### src/rtl/dirh_pkg.sv
package dirh_pkg;
   typedef enum logic [1:0] {
      LN_NONE = 2'd0,
      LN_SHRD = 2'd1,
      LN_EXCL = 2'd2
   } line_st_e;

   typedef enum logic [1:0] {
      OP_RD   = 2'd0,
      OP_WR   = 2'd1,
      OP_UPG  = 2'd2,
      OP_HINT = 2'd3
   } req_op_e;

   typedef enum logic [1:0] {
      SV_LOCAL_HOME  = 2'd0,
      SV_LOCAL_OWNER = 2'd1,
      SV_REMOTE_HOME = 2'd2,
      SV_THREE_HOP   = 2'd3
   } svc_e;
endpackage

### src/rtl/dirh_table.sv
module dirh_table
   import dirh_pkg::*;
#(
   parameter int N_CLU   = 16,
   parameter int N_LINES = 8,
   localparam int LW     = (N_LINES > 1) ? $clog2(N_LINES) : 1
) (
   input  logic             clk,
   input  logic             rst_n,
   input  logic [LW-1:0]    rd_line,
   output line_st_e         rd_st,
   output logic [N_CLU-1:0] rd_pres,
   input  logic             wr_en,
   input  logic [LW-1:0]    wr_line,
   input  line_st_e         wr_st,
   input  logic [N_CLU-1:0] wr_pres
);
   line_st_e         st_a   [N_LINES];
   logic [N_CLU-1:0] pres_a [N_LINES];

   for (genvar g = 0; g < N_LINES; g++) begin : g_ent
      line_st_e         st_r;
      logic [N_CLU-1:0] pr_r;
      always_ff @(posedge clk or negedge rst_n) begin
         if (!rst_n) begin
            st_r <= LN_NONE;
            pr_r <= '0;
         end else if (wr_en && (wr_line == LW'(g))) begin
            st_r <= wr_st;
            pr_r <= wr_pres;
         end
      end
      assign st_a[g]   = st_r;
      assign pres_a[g] = pr_r;
   end

   assign rd_st   = st_a[rd_line];
   assign rd_pres = pres_a[rd_line];
endmodule

### src/rtl/dirh_invseq.sv
module dirh_invseq #(
   parameter int N_CLU = 16
) (
   input  logic             clk,
   input  logic             rst_n,
   input  logic             load,
   input  logic [N_CLU-1:0] load_mask,
   output logic             busy,
   output logic [N_CLU-1:0] cur,
   output logic             last
);
   logic [N_CLU-1:0] pend_q;

   // isolate lowest pending cluster
   assign cur  = pend_q & (~pend_q + N_CLU'(1));
   assign busy = (pend_q != '0);
   assign last = busy && ((pend_q & ~cur) == '0);

   always_ff @(posedge clk or negedge rst_n) begin
      if (!rst_n)    pend_q <= '0;
      else if (load) pend_q <= load_mask;
      else           pend_q <= pend_q & ~cur;
   end
endmodule

### src/rtl/dirh_svc.sv
module dirh_svc
   import dirh_pkg::*;
#(
   parameter int N_CLU           = 16,
   parameter int HOME_ID         = 0,
   parameter int LATW            = 8,
   parameter int LAT_LOCAL_HOME  = 30,
   parameter int LAT_LOCAL_OWNER = 100,
   parameter int LAT_REMOTE_HOME = 100,
   parameter int LAT_THREE_HOP   = 150,
   localparam int CW             = (N_CLU > 1) ? $clog2(N_CLU) : 1
) (
   input  logic [CW-1:0]   src,
   input  logic            via_owner,
   output svc_e            svc,
   output logic [LATW-1:0] lat
);
   logic is_local;
   assign is_local = (src == CW'(HOME_ID));

   always_comb begin
      unique case ({is_local, via_owner})
         2'b10:   begin svc = SV_LOCAL_HOME;  lat = LATW'(LAT_LOCAL_HOME);  end
         2'b11:   begin svc = SV_LOCAL_OWNER; lat = LATW'(LAT_LOCAL_OWNER); end
         2'b00:   begin svc = SV_REMOTE_HOME; lat = LATW'(LAT_REMOTE_HOME); end
         default: begin svc = SV_THREE_HOP;   lat = LATW'(LAT_THREE_HOP);   end
      endcase
   end
endmodule

### src/rtl/dir_home_ctrl.sv
module dir_home_ctrl
   import dirh_pkg::*;
#(
   parameter int N_CLU           = 16,
   parameter int N_LINES         = 8,
   parameter int HOME_ID         = 0,
   parameter int LATW            = 8,
   parameter int LAT_LOCAL_HOME  = 30,
   parameter int LAT_LOCAL_OWNER = 100,
   parameter int LAT_REMOTE_HOME = 100,
   parameter int LAT_THREE_HOP   = 150,
   localparam int CW             = (N_CLU > 1) ? $clog2(N_CLU) : 1,
   localparam int LW             = (N_LINES > 1) ? $clog2(N_LINES) : 1
) (
   input  logic             clk,
   input  logic             rst_n,
   input  logic             req_valid,
   output logic             req_ready,
   input  logic [1:0]       req_op,
   input  logic [CW-1:0]    req_src,
   input  logic [LW-1:0]    req_line,
   output logic             inv_valid,
   output logic [N_CLU-1:0] inv_mask,
   output logic             fwd_valid,
   output logic [CW-1:0]    fwd_dst,
   output logic             fwd_excl,
   output logic [LW-1:0]    cmd_line,
   input  logic             ack_valid,
   output logic             rsp_valid,
   output logic [CW-1:0]    rsp_dst,
   output logic [1:0]       rsp_class,
   output logic [LATW-1:0]  rsp_lat
);
   if (N_CLU < 2) begin : g_bad_clu
      $error("dir_home_ctrl: N_CLU must be at least 2");
   end
   if (N_LINES < 1) begin : g_bad_lines
      $error("dir_home_ctrl: N_LINES must be at least 1");
   end
   if (HOME_ID < 0 || HOME_ID >= N_CLU) begin : g_bad_home
      $error("dir_home_ctrl: HOME_ID out of range");
   end
   if (LAT_THREE_HOP >= (1 << LATW) || LAT_LOCAL_OWNER >= (1 << LATW) ||
       LAT_REMOTE_HOME >= (1 << LATW) || LAT_LOCAL_HOME >= (1 << LATW)) begin : g_bad_lat
      $error("dir_home_ctrl: a latency does not fit in LATW bits");
   end

   typedef enum logic [1:0] {F_IDLE, F_INV, F_FWD} fsm_e;

   function automatic logic [CW-1:0] low_idx(input logic [N_CLU-1:0] v);
      low_idx = '0;
      for (int i = N_CLU - 1; i >= 0; i--) if (v[i]) low_idx = CW'(i);
   endfunction

   fsm_e             fsm_q;
   req_op_e          op;
   logic             acc, is_wr, dirty_rem;
   logic [N_CLU-1:0] src_bit, others;

   line_st_e         rd_st, wr_st;
   logic [N_CLU-1:0] rd_pres, wr_pres;
   logic             wr_en;
   logic [LW-1:0]    wr_line;

   logic [LW-1:0]    ctx_line;
   logic [CW-1:0]    ctx_src;
   logic             ctx_wr;
   logic [N_CLU-1:0] ctx_own;

   logic             inv_load, inv_busy, inv_last;
   logic [N_CLU-1:0] inv_cur;

   logic             fire;
   logic [CW-1:0]    svc_src;
   svc_e             svc;
   logic [LATW-1:0]  svc_lat;

   assign req_ready = (fsm_q == F_IDLE);
   assign acc       = req_valid && req_ready;
   assign op        = req_op_e'(req_op);
   assign is_wr     = (op == OP_WR) || (op == OP_UPG);
   assign src_bit   = N_CLU'(1) << req_src;
   assign others    = rd_pres & ~src_bit;
   assign dirty_rem = (rd_st == LN_EXCL) && !rd_pres[req_src] && (op != OP_HINT);

   dirh_table #(.N_CLU(N_CLU), .N_LINES(N_LINES)) u_tab (
      .clk     (clk),
      .rst_n   (rst_n),
      .rd_line (req_line),
      .rd_st   (rd_st),
      .rd_pres (rd_pres),
      .wr_en   (wr_en),
      .wr_line (wr_line),
      .wr_st   (wr_st),
      .wr_pres (wr_pres)
   );

   // entry update: at acceptance for home-served work, at acknowledge for forwards
   always_comb begin
      wr_en   = 1'b0;
      wr_line = req_line;
      wr_st   = rd_st;
      wr_pres = rd_pres;
      if (acc) begin
         if (op == OP_HINT) begin
            wr_en   = 1'b1;
            wr_pres = rd_pres & ~src_bit;
            wr_st   = (wr_pres == '0) ? LN_NONE : rd_st;
         end else if (!dirty_rem) begin
            wr_en   = 1'b1;
            if (is_wr) begin
               wr_st   = LN_EXCL;
               wr_pres = src_bit;
            end else begin
               wr_st   = LN_SHRD;
               wr_pres = rd_pres | src_bit;
            end
         end
      end else if (fsm_q == F_FWD && ack_valid) begin
         wr_en   = 1'b1;
         wr_line = ctx_line;
         if (ctx_wr) begin
            wr_st   = LN_EXCL;
            wr_pres = N_CLU'(1) << ctx_src;
         end else begin
            wr_st   = LN_SHRD;
            wr_pres = ctx_own | (N_CLU'(1) << ctx_src);
         end
      end
   end

   assign inv_load = acc && is_wr && !dirty_rem && (others != '0);

   dirh_invseq #(.N_CLU(N_CLU)) u_inv (
      .clk       (clk),
      .rst_n     (rst_n),
      .load      (inv_load),
      .load_mask (others),
      .busy      (inv_busy),
      .cur       (inv_cur),
      .last      (inv_last)
   );

   assign inv_valid = inv_busy;
   assign inv_mask  = inv_cur;

   assign svc_src = (fsm_q == F_IDLE) ? req_src : ctx_src;

   dirh_svc #(
      .N_CLU(N_CLU), .HOME_ID(HOME_ID), .LATW(LATW),
      .LAT_LOCAL_HOME(LAT_LOCAL_HOME), .LAT_LOCAL_OWNER(LAT_LOCAL_OWNER),
      .LAT_REMOTE_HOME(LAT_REMOTE_HOME), .LAT_THREE_HOP(LAT_THREE_HOP)
   ) u_svc (
      .src       (svc_src),
      .via_owner (fsm_q == F_FWD),
      .svc       (svc),
      .lat       (svc_lat)
   );

   always_comb begin
      fire = 1'b0;
      unique case (fsm_q)
         F_IDLE:  fire = acc && (op != OP_HINT) && !dirty_rem && !inv_load;
         F_INV:   fire = inv_last;
         F_FWD:   fire = ack_valid;
         default: fire = 1'b0;
      endcase
   end

   always_ff @(posedge clk or negedge rst_n) begin
      if (!rst_n) begin
         fsm_q     <= F_IDLE;
         ctx_line  <= '0;
         ctx_src   <= '0;
         ctx_wr    <= 1'b0;
         ctx_own   <= '0;
         fwd_valid <= 1'b0;
         fwd_dst   <= '0;
         fwd_excl  <= 1'b0;
         rsp_valid <= 1'b0;
         rsp_dst   <= '0;
         rsp_class <= '0;
         rsp_lat   <= '0;
      end else begin
         fwd_valid <= acc && dirty_rem;
         rsp_valid <= fire;
         if (fire) begin
            rsp_dst   <= svc_src;
            rsp_class <= svc;
            rsp_lat   <= svc_lat;
         end
         if (acc) begin
            ctx_line <= req_line;
            ctx_src  <= req_src;
            ctx_wr   <= is_wr;
            ctx_own  <= rd_pres;
            fwd_dst  <= low_idx(rd_pres);
            fwd_excl <= is_wr;
         end
         unique case (fsm_q)
            F_IDLE: begin
               if (acc && dirty_rem) fsm_q <= F_FWD;
               else if (inv_load)    fsm_q <= F_INV;
            end
            F_INV:   if (inv_last)  fsm_q <= F_IDLE;
            F_FWD:   if (ack_valid) fsm_q <= F_IDLE;
            default: fsm_q <= F_IDLE;
         endcase
      end
   end

   assign cmd_line = ctx_line;
endmodule

### config.mk
export PLATFORM = sky130hd
export DESIGN_NAME = dir_home_ctrl
export DESIGN_NICKNAME = d
export VERILOG_FILES = /design/src/rtl/dirh_pkg.sv /design/src/rtl/dirh_table.sv /design/src/rtl/dirh_invseq.sv /design/src/rtl/dirh_svc.sv /design/src/rtl/dir_home_ctrl.sv
export SDC_FILE = /design/constraint.sdc
export NUM_CORES = 1
export LEC_CHECK = 0
export ABC_AREA = 1
export BUFFER_PORTS_ARGS = -buffer_cell sky130_fd_sc_hd__buf_2
export CORE_MARGIN = 5
export CORE_UTILIZATION = 41
export CTS_CLUSTER_DIAMETER = 200
export CTS_CLUSTER_SIZE = 40
export DETAILED_ROUTE_END_ITERATION = 7
export GPL_ROUTABILITY_DRIVEN = 0
export GPL_TIMING_DRIVEN = 0
export PLACE_DENSITY = 0.62
export SLEW_MARGIN = 5
export SYNTH_ARGS = -nofsm -noshare
export SYNTH_HDL_FRONTEND = slang
export SYNTH_SLANG_ARGS = --single-unit
export TNS_END_PERCENT = 50
### constraint.sdc
create_clock -name clk -period 4 [get_ports clk]
set_input_delay 0.2 -clock clk [delete_from_list [all_inputs] [get_ports clk]]
set_output_delay 0.2 -clock clk [all_outputs]
set_load 0.01 [all_outputs]
# --- Word level (Yosys, flattened, before mapping) ---
# Cells that the tools add are included.
classes:
  add_sub_neg: 1
  magnitude_cmp: 2
  eq_ne: 19
  shift: 2
  muxes: 53
  bitwise: 9
  n_reduce_logical: 34
op_table:
  columns: ["op", "count"]
  rows:
  - ["$mux W16", 9]
  - ["$mux W4", 17]
  - ["$and A16 B16 Y16", 3]
  - ["$bmux W16 S3", 1]
  - ["$not A16 Y16", 3]
  - ["$logic_not A16 Y1", 2]
  - ["$or A16 B16 Y16", 2]
  - ["$reduce_bool A16 Y1", 2]
  - ["$shl A1 B4 Y16 const A", 2]
  - ["$mux W2", 13]
  - ["$logic_and A1 B1 Y1", 20]
  - ["$add A16 B1 Y16 const B", 1]
  - ["$pmux W8 S2", 1]
  - ["$eq A2 B2 Y1 const B", 6]
  - ["$eq A3 B3 Y1 const B", 4]
  - ["$pmux W2 S3", 2]
  - ["$bmux W2 S3", 1]
  - ["$eq A3 B2 Y1 const B", 2]
  - ["$mux W3", 2]
  - ["$ne A2 B2 Y1 const B", 3]
  - ["$lt A4 B5 Y1 const B", 1]
  - ["$mux W1", 5]
  - ["$bmux W1 S4", 1]
  - ["$eq A2 B1 Y1 const B", 2]
  - ["12 further kinds", 15]
word_totals:
  ff_bits: 206
  inputBits: 13
  output_inout_bits: 42
  word_cells: 148

# --- Logic depth before layout (Yosys ltp) ---
# Gate-level depths: netlist of run 1.
logic_depth:
  ltp_word: 20
  mapped_depth: 23
  mapped_depth_nobuf: 22

# --- Modules after synthesis ---
# Synthesis of run 1 repeated with hierarchy kept, for this count alone.
unflattened:
  cells_unflattened: 1692
  area_unflattened_um2: 11649.9
modules_own_cells:
  columns: ["module", "instances", "cells_per_inst", "area_each_um2"]
  rows:
  - ["dirh_table", 1, 969, 7026.7]
  - ["dir_home_ctrl", 1, 547, 3489.6]
  - ["dirh_invseq", 1, 153, 991.0]
  - ["dirh_svc", 1, 23, 142.6]

# --- Least setup slack after synthesis of run 1 ---
# OpenSTA, ideal clock, no wires.
synth_path:
  kind: "register to register"
  start: "register u_inv.pend_q[0]"
  end: "register rsp_class[0]"
  setup_time_ns: 0.130
  arrival_ns: 2.154
  required_ns: 3.870
  path_slack_ns: 1.716
  stages_incl_launch_ff: 18
  path_buffers: 1
  period_less_slack_ns: 2.284
  cell_sequence: "dfrtp_1 > nor2_1 > nand2_1 > nor2_2 > nand4_1 > nor2_2 > nand2_1 > inv_1 > nand3_1 > nand2_1 > nand2_1 > nor2_1 > nand4_1 > nor2_1 > nor2_1 > clkbuf_1 > nand3_1 > nand2_1"
synth_between:
  elab_chain_cells: 8
synth_lines:
  columns: ["element", "line_no", "text"]
  rows:
  - ["start: declaration", "dirh_invseq.sv:12", "logic [N_CLU-1:0] pend_q;"]
  - ["start signal: assignment", "dirh_invseq.sv:21", "else if (load) pend_q <= load_mask;"]
  - ["start signal: assignment", "dirh_invseq.sv:22", "else pend_q <= pend_q & ~cur;"]
  - ["$not A16 Y16", "dirh_invseq.sv:15", "assign cur = pend_q & (~pend_q + N_CLU'(1));"]
  - ["$add A16 B1 Y16", "dirh_invseq.sv:15", null]
  - ["$and A16 B16 Y16", "dirh_invseq.sv:15", null]
  - ["$not A16 Y16", "dirh_invseq.sv:17", "assign last = busy && ((pend_q & ~cur) == '0);"]
  - ["$and A16 B16 Y16", "dirh_invseq.sv:17", null]
  - ["$logic_not A16 Y1", "dirh_invseq.sv:17", null]
  - ["$logic_and A1 B1 Y1 *", "dirh_invseq.sv:17", null]
  - ["$pmux W1 S3 *", "dir_home_ctrl.sv:162", "unique case (fsm_q)"]
  - ["end signal: assignment", "dir_home_ctrl.sv:189", "rsp_class <= svc;"]
  - ["end: declaration", "dir_home_ctrl.sv:31", "output logic [1:0] rsp_class,"]
# Every way passes the cells marked *; elsewhere a longest branch is shown, timed or not.
# A chain may end at the register's enable or synchronous reset.

# --- Worst setup path after layout of run 1 ---
layout_path:
  start: "input req_line[0]"
  end: "register u_tab.g_ent[0].pr_r[14]"
layout_between:
  elab_chain_cells: 13
layout_lines:
  columns: ["element", "line_no", "text"]
  rows:
  - ["start: declaration", "dir_home_ctrl.sv:21", "input logic [LW-1:0] req_line,"]
  - ["$not A3 Y4 (not written as such)", "dirh_table.sv:37, dirh_table.sv:38", null]
  - ["$bmux W16 S3", "dirh_table.sv:38", "assign rd_pres = pres_a[rd_line];"]
  - ["$mux W16 (not written as such) (2 in series)", "dirh_table.sv:38", null]
  - ["$bmux W1 S4", "dir_home_ctrl.sv:84", "assign dirty_rem = (rd_st == LN_EXCL) && !rd_pres[req_src] && (op != OP_HINT);"]
  - ["$mux W1 (not written as such)", "dir_home_ctrl.sv:84", null]
  - ["$logic_not A1 Y1", "dir_home_ctrl.sv:84", null]
  - ["$logic_and A1 B1 Y1 (2 in series)", "dir_home_ctrl.sv:84", null]
  - ["$mux W1", "dir_home_ctrl.sv:109", "end else if (!dirty_rem) begin"]
  - ["$mux W1", "dir_home_ctrl.sv:105", "if (op == OP_HINT) begin"]
  - ["$mux W1", "dir_home_ctrl.sv:104", "if (acc) begin"]
  - ["$logic_and A1 B1 Y1", "dirh_table.sv:28", "end else if (wr_en && (wr_line == LW'(g))) begin"]
  - ["end signal: assignment", "dirh_table.sv:30", "pr_r <= wr_pres;"]
  - ["end: declaration", "dirh_table.sv:23", "logic [N_CLU-1:0] pr_r;"]
# Parallel ways exist; a longest one is shown, timed or not. The select of a mux whose other input is x is not followed.

==> flow_summary.json, run 1 <==
{
  "via_cell_ratio": 5.21,
  "antenna_found_initial": 0,
  "maxSlewHeadroom": 0.486,
  "maxCapViolCount": 0,
  "post_cts_buffers": 0,
  "async_flop_share": 1.00,
  "global_route.overflow_total": 0,
  "clockRootBuffer": "sky130_fd_sc_hd__clkbuf_16",
  "fmax_ghz": 0.331,
  "post_route_cells_drive_above_1_share": 0.0905,
  "final_area_sq_um": 12400,
  "worst-setup-path-type": "in2reg",
  "diodes": 0,
  "cts_tree": "yes",
  "worst_ep_arrival_time_ps": 3390,
  "yosysSeqAreaShare": 0.447,
  "timing.final.crit_period_ps": 3020,
  "slew_viol_final": 0,
  "cellPowerDensity_nw_per_um2": 622,
  "rsz0062_at_grt": "no",
  "postCtsResizedCells": 0,
  "post_layout_nonfiller_instances": 2068,
  "drt_first_pass_iters": 6,
  "synthDominantAreaCellType": "sky130_fd_sc_hd__dfrtp_1",
  "post_synth_inst_count": 1625,
  "synthesis.area_per_instance_sq_um": 6.99,
  "drc_errors": 0,
  "wp_data_required_ps": 4370,
  "die-height_microns": 176,
  "yosysWarnings": 0,
  "number_of_global_route_vias_before_repair": 10000,
  "detailedPlacementHpwl_microns": 26300,
  "synth.most_common_cell": "sky130_fd_sc_hd__nand2_1",
  "layout-area-overhead-vs-synth_pct": 9.41,
  "cp_max_fo": 10,
  "synthFlopType": "sky130_fd_sc_hd__dfrtp_1",
  "finalNetCount": 1708,
  "critPathMostFrequentCell": "sky130_fd_sc_hd__nand2_1",
  "floorplan.initialDensity": 0.412,
  "synthesis.nets": 1642,
  "totalWireLength_microns": 36700,
  "yosys.cell_types.count": 40,
  "peakVddDrop_mv": 0.308,
  "clock_skew_ps": 82.8,
  "startpoint_type": "primary input",
  "critical_path.top_delay_family": "simple AND/OR/NAND/NOR gates",
  "core_area_sq_um": 27600,
  "placed_cells": 2056,
  "timing.final.setup_violations": 0,
  "synth_top_cells_by_count": "725 x sky130_fd_sc_hd__nand2_1, 203 x sky130_fd_sc_hd__dfrtp_1, 141 x sky130_fd_sc_hd__nor2_1",
  "startpoint": "req_line[0]",
  "die-width_microns": 176,
  "cellLeakagePower_nw": 6.72,
  "timing.critical_path.to_type": "flop",
  "drt-wirelength-per-cell_microns": 17.8,
  "hold_buffer_count_at_cts": 2,
  "gr-usage-all-layers": 0.234,
  "placed_instance_area_sq_um": 12200,
  "ys_seq_elements": 203,
  "synth.cell_area_sq_um": 11400,
  "critical_path.max_stage_delay_ps": 610,
  "path_buf_inv": 5,
  "grt_pass1_wl_microns": 57500,
  "worstHoldStart": "req_src[1]",
  "cts_buffer_depth": 3,
  "placementRows": 61,
  "timing.final.hold_violations": 0,
  "critical_path.slowest_cell": "sky130_fd_sc_hd__clkbuf_1",
  "worst_skew_pair.late_latency_ps": 510,
  "cts_max_level": 1,
  "cell_by_cell_trace_of_the_critical_path": "buf_2 -> inv_2 -> clkbuf_1 -> nand2_1 -> nand3_1 -> nand3_1 -> nand2_1 -> o22ai_1 -> inv_1 -> nand2_1 -> nand2_1 -> nand3_2 -> nand2_2 -> buf_2 -> nand2_1 -> nand2_1 -> nand2_1 -> nand2_1 -> nand2_1 -> nand2_1",
  "clk_transition_reported_paths_ps": 150,
  "holdCritPathClass": "in2reg",
  "synthDominantCellAreaShare": 0.447,
  "dieArea_sq_um": 31100,
  "io-pin-count": 55,
  "number_of_nets_with_antenna_violations_after_routing": 0,
  "grt_max_degree": 77,
  "cts.sinks": 203,
  "placement.io_buffers": 51,
  "cts_made_buffers": 9,
  "worst_margin_pin_slew_ps": 771,
  "first_iter_violations": 1065,
  "final.period_utilization": 0.754,
  "biggest_area_contributors_in_the_synthesized_netlist": "sky130_fd_sc_hd__dfrtp_1 45%, sky130_fd_sc_hd__nand2_1 24%, sky130_fd_sc_hd__nor2_1 4.7%, sky130_fd_sc_hd__inv_1 3.8%, sky130_fd_sc_hd__nand3_1 3.6%",
  "dr_total_vias": 10800,
  "status": "finished, final reports clean",
  "synth-edff-count": 0,
  "crit-reg2reg-launch": "fsm_q[1]"
}
## through the flow
step | worst slack [ps] | hold WS, ps | power [mW] | utilization | setup TNS [ps]
5_1_grt | 780 | 63.8 | 8.33 | 0.451 | 0
3_5_place_dp | 676 | 176 | 6.59 | 0.441 | 0
2_1_floorplan | 1720 | -95.6 | 5.55 | - | 0
4_1_cts | 1030 | 55.5 | 7.71 | 0.451 | 0
3_3_place_gp | -919 | 442 | 6.51 | 0.439 | -181410
6_report | 983 | 56.4 | 7.73 | 0.451 | 0
## registers in the layout, indices dropped and copies added, names as in the netlist
| signal | cells |
|---|---|
| u_inv.pend_q | 16 |
| rsp_dst | 4 |
| fsm_q | 2 |
| rsp_lat | 5 |
| cmd_line | 3 |
| fwd_valid | 1 |
| rsp_class | 2 |
| fwd_dst | 4 |
| u_tab.g_ent.pr_r | 128 |
| ctx_wr | 1 |
| ctx_own | 16 |
| u_tab.g_ent.st_r | 16 |
| ctx_src | 4 |
| rsp_valid | 1 |
## placed cells by master (no fill, tap or decap), types with 2 or more instances in the layout
cell / instances
sky130_fd_sc_hd__nand2_1: 725
sky130_fd_sc_hd__dfrtp_1: 203
sky130_fd_sc_hd__nor2_1: 141
sky130_fd_sc_hd__inv_1: 115
sky130_fd_sc_hd__nand3_1: 82
sky130_fd_sc_hd__o21ai_0: 79
sky130_fd_sc_hd__buf_2: 73
sky130_fd_sc_hd__a21oi_1: 53
sky130_fd_sc_hd__clkbuf_1: 27
sky130_fd_sc_hd__o21ai_1: 27
sky130_fd_sc_hd__o211ai_1: 20
sky130_fd_sc_hd__nor3_1: 18
sky130_fd_sc_hd__buf_4: 16
sky130_fd_sc_hd__inv_2: 13
sky130_fd_sc_hd__buf_6: 11
sky130_fd_sc_hd__clkbuf_16: 9
sky130_fd_sc_hd__nor2_8: 8
sky130_fd_sc_hd__nor4_1: 6
sky130_fd_sc_hd__nand4_1: 5
sky130_fd_sc_hd__buf_1: 5
sky130_fd_sc_hd__and2_1: 5
sky130_fd_sc_hd__o22ai_1: 5
sky130_fd_sc_hd__o41ai_1: 5
sky130_fd_sc_hd__nand2_4: 5
sky130_fd_sc_hd__ha_1: 4
sky130_fd_sc_hd__nor2_2: 3
sky130_fd_sc_hd__or2_2: 3
sky130_fd_sc_hd__nand2_2: 3
sky130_fd_sc_hd__or2_1: 2
sky130_fd_sc_hd__o221ai_1: 2
sky130_fd_sc_hd__dlygate4sd3_1: 2
sky130_fd_sc_hd__buf_16: 2
## kinds of logic after synthesis
kind of cell | count (synthesis) | synth area share
compound gates | 197 | 0.0966
fa+ha+maj | 4 | 0.00441
buf+inv | 212 | 0.0856
flops | 203 | 0.447
other cells | 1 | 0.000330
simple gates | 1008 | 0.366
## final cells by class
class	count	area, sq um
inverter	130	493
tap	378	473
timing repair buffer	55	340
fill	2832	15100
clock buffer	9	225
sequential	203	5080
clock inverter	1	30.0
buffer	82	479
multi-input combinational	1210	5310
## power breakdown
part	internal (mW)	total (mW)	switching, mW	leakage, nW
Combinational	1.04	3.20	2.16	3.99
Sequential	2.91	3.40	0.489	2.61
Clock	0.425	1.13	0.709	0.122
## path summary, 6_finish.rpt
| check | cells past startpoint | end | slack [ps] |
|---|---|---|---|
| worst max-delay path | 20 | u_tab.g_ent[0].pr_r[14] | 980 |
| worst min-delay path | 3 | ctx_src[1] | 60 |
| worst max register to register | 13 | u_tab.g_ent[0].pr_r[14] | 1060 |
| worst min register to register | 2 | u_tab.g_ent[0].pr_r[14] | 490 |
| max in group asynchronous | 4 | u_tab.g_ent[1].pr_r[10] | 2620 |
| min in group asynchronous | 2 | u_inv.pend_q[10] | 190 |
## routing by layer
metal / global-route usage / vias up / part of all wire
met5: 0 / - / 0
met4: 0.0741 / 0 / 0.034
met3: 0.0223 / 65 / 0.078
met2: 0.371 / 453 / 0.45
met1: 0.340 / 5053 / 0.44
li1: - / 5206 / -
## tightest hold or removal path, delay by kind of cell
family	cells	cell delay, ps
AOI/OAI and AO/OA	1	90
buffers and inverters	2	230
Power figures use the tool's default switching activity.
==> inputs of run 2 (changes only) <==
- ABC_AREA: 1 -> 0
- PLACE_DENSITY: 0.62 -> 0.64
- clock period: 4 -> 2.5 ns (I/O delays scaled with it)
==> flow_summary.json, run 2 <==
{
  "status": "complete, but fails checks",
  "violations_in_the_final_reports": "negative setup slack",
  "post_route_cells_drive_above_1_share": 0.383,
  "floorplan.initialDensity": 0.412,
  "io-pin-count": 55,
  "async_flop_share": 1.00,
  "timing.critical_path.to_type": "flop",
  "totalWireLength_microns": 32800,
  "post_synth_inst_count": 973,
  "yosysSeqAreaShare": 0.461,
  "final_area_sq_um": 13200,
  "synth-edff-count": 0,
  "yosys.cell_types.count": 74,
  "worst_ep_arrival_time_ps": 3570,
  "layout_commonest_cell": "sky130_fd_sc_hd__dfrtp_1",
  "holdCritPathClass": "in2reg",
  "diodes": 0,
  "die-height_microns": 174,
  "antenna_found_initial": 0,
  "finalWorstSetupSlack_ps": -688,
  "cp_max_fo": 9,
  "dr_total_vias": 8526,
  "filler_cell_count": 2413,
  "finalNetCount": 1107,
  "first_iter_violations": 842,
  "drt-wirelength-per-cell_microns": 22.9,
  "final.period_utilization": 1.28,
  "synth_top_cells_by_count": "203 x sky130_fd_sc_hd__dfrtp_1, 143 x sky130_fd_sc_hd__mux2_2, 83 x sky130_fd_sc_hd__nand2_1",
  "synthesis.area_per_instance_sq_um": 11.3,
  "maxCapViolCount": 0,
  "total_power_mw": 14.4,
  "gr-usage-all-layers": 0.208,
  "global_route.overflow_total": 0,
  "worst_margin_pin_slew_ps": 763,
  "biggest_area_contributors_in_the_synthesized_netlist": "sky130_fd_sc_hd__dfrtp_1 46%, sky130_fd_sc_hd__mux2_2 15%, sky130_fd_sc_hd__mux2i_1 4.0%, sky130_fd_sc_hd__mux2_4 3.8%, sky130_fd_sc_hd__nand2_1 2.8%",
  "worst_reg_to_reg_setup_slack_ps": -690,
  "ys_seq_elements": 203,
  "synth.most_common_cell": "sky130_fd_sc_hd__dfrtp_1",
  "cellPowerDensity_nw_per_um2": 1090,
  "drc_errors": 0,
  "crit-reg2reg-launch": "u_tab.g_ent[4].st_r[0]",
  "placementRows": 60,
  "crit-reg2reg-capture": "u_tab.g_ent[7].pr_r[13]",
  "core_area_sq_um": 26700,
  "worst-setup-path-type": "reg2reg",
  "endpoint": "u_tab.g_ent[7].pr_r[13]",
  "clockRootBuffer": "sky130_fd_sc_hd__clkbuf_16",
  "maxSlewHeadroom": 0.491,
  "dieArea_sq_um": 30200,
  "synthesis.nets": 990,
  "clock_skew_ps": 73.0,
  "wp_data_required_ps": 2890,
  "cellLeakagePower_nw": 5.95,
  "startpoint": "u_tab.g_ent[4].st_r[0]",
  "largest-register": "u_tab.g_ent.pr_r",
  "tns_ps": -103470,
  "detailedPlace.worstSlack_ps": -1780,
  "synthDominantCellAreaShare": 0.461,
  "timing.final.hold_violations": 0,
  "layout.cells.most_common_list": "202 x sky130_fd_sc_hd__dfrtp_1, 112 x sky130_fd_sc_hd__mux2_2, 77 x sky130_fd_sc_hd__nand2_1",
  "number_of_nets_with_antenna_violations_after_routing": 0,
  "placement.io_buffers": 53,
  "cts_tree": "yes",
  "fin_worst_hold_slack_ps": 159,
  "synth.cell_area_sq_um": 11000,
  "placed_instance_area_sq_um": 11800,
  "cts_buffer_depth": 3,
  "peakVddDrop_mv": 0.544,
  "fmax_ghz": 0.314,
  "grt_max_degree": 106,
  "cts.sinks": 203,
  "worst_skew_pair.late_latency_ps": 500,
  "timing.final.setup_violations": 179,
  "timing.final.crit_period_ps": 3190,
  "clk_transition_reported_paths_ps": 140,
  "number_of_global_route_vias_before_repair": 8574,
  "yosysWarnings": 0,
  "die-width_microns": 174,
  "startpoint_type": "flop",
  "cts_max_level": 1,
  "cts_made_buffers": 9,
  "r2r.worst_path.cells": 11,
  "grt_pass1_wl_microns": 50300,
  "synthFlopType": "sky130_fd_sc_hd__dfrtp_1",
  "synthDominantAreaCellType": "sky130_fd_sc_hd__dfrtp_1",
  "drt_first_pass_iters": 6,
  "detailedPlacementHpwl_microns": 22000,
  "slew_viol_final": 0,
  "via_cell_ratio": 5.96,
  "largest_register_ffs": 128,
  "layout-area-overhead-vs-synth_pct": 19.9,
  "rsz0062_at_grt": "yes"
}
## run 2: cell types whose count changed after synthesis, moves of 44 or more
cell / delta
sky130_fd_sc_hd__inv_1: -93
sky130_fd_sc_hd__mux2_2: +143
sky130_fd_sc_hd__mux2i_1: +44
sky130_fd_sc_hd__nand2_1: -642
sky130_fd_sc_hd__nand3_1: -68
sky130_fd_sc_hd__nor2_1: -91
## run 2: area by class of cell
class / instances / area [sq um] / area share
Inverter: 22 / 82.6 / 0.00625
Tap cell: 341 / 427 / 0.0323
Timing Repair Buffer: 108 / 881 / 0.0667
Clock buffer: 9 / 225 / 0.0171
Clock inverter: 1 / 30.0 / 0.00227
Multi-Input combinational cell: 685 / 5990 / 0.454
Sequential cell: 203 / 5080 / 0.385
Buffer: 61 / 487 / 0.0369
## run 2: through the flow
| step | instances | util |
|---|---|---|
| floorplan | 973 | - |
| global placement | 1367 | 0.441 |
| detailed placement | 1368 | 0.443 |
| CTS | 1413 | 0.480 |
| global route | 1430 | 0.494 |
| finish | 1430 | 0.494 |
## run 2: how the worst min path moves through the flow
stage	slack [ps]	endpoint	from	depth (start not counted)
after floorplan	-170	cmd_line[0]	rst_n	0
after global placement	350	fsm_q[1]	ack_valid	2
after detailed placement	230	u_tab.g_ent[4].pr_r[9]	rst_n	1
after CTS	140	ctx_src[2]	req_src[2]	3
after global routing	180	fwd_valid	req_valid	3
final	160	ctx_src[2]	req_src[2]	3
## run 2: metal layers
layer  GRT usage  up-vias  wire, microns
met5           0        -              0
met4      0.0558        0           1030
met3      0.0360       86           2360
met2       0.333      356          14800
met1       0.294     4246          14600
li1            -     3838              -
## run 2: what timing repair did
action | 4_1_cts | 5_1_grt
setup endpoints to repair | 204 | 195
hold endpoints to repair | 99 | 0
hold buffers | 2 | 0
pin swaps | 13 | 16
setup buffers | 33 | 15
cloned | 2 | 3
resized for setup | 121 | 54
## run 2: cell families (layout without fill, tap and decap cells)
family                     after synthesis  in the layout  share of synthesized area
adders and majority gates                6              6                    0.00636
buffers and inverters                   85            201                     0.0397
other                                    1              1                   0.000341
DFF                                    203            203                      0.461
AOI/OAI and AO/OA                      204            204                      0.135
and+or+nand+nor                        247            247                      0.110
xor gates and xnor gates                 1              1                   0.000796
muxes                                  226            226                      0.246
## run 2: worst max-delay path: stages (launching register included)
cell and delay (ps):
sky130_fd_sc_hd__dfrtp_1 410, sky130_fd_sc_hd__mux4_2 470, sky130_fd_sc_hd__mux2_4 320, sky130_fd_sc_hd__nor4_4 240
sky130_fd_sc_hd__o211ai_1 140, sky130_fd_sc_hd__o22a_2 280, sky130_fd_sc_hd__a22o_4 280, sky130_fd_sc_hd__buf_12 150
sky130_fd_sc_hd__a21oi_4 170, sky130_fd_sc_hd__buf_6 170, sky130_fd_sc_hd__buf_12 140, sky130_fd_sc_hd__mux2_4 300
## run 2: where the power goes
| part | leakage, nW | internal [mW] | switching (mW) | total, mW |
|---|---|---|---|---|
| clock | 0.122 | 0.680 | 1.06 | 1.74 |
| combinational | 3.22 | 3.39 | 3.87 | 7.25 |
| sequential | 2.61 | 4.59 | 0.777 | 5.37 |
| total | 5.95 | 8.65 | 5.70 | 14.4 |
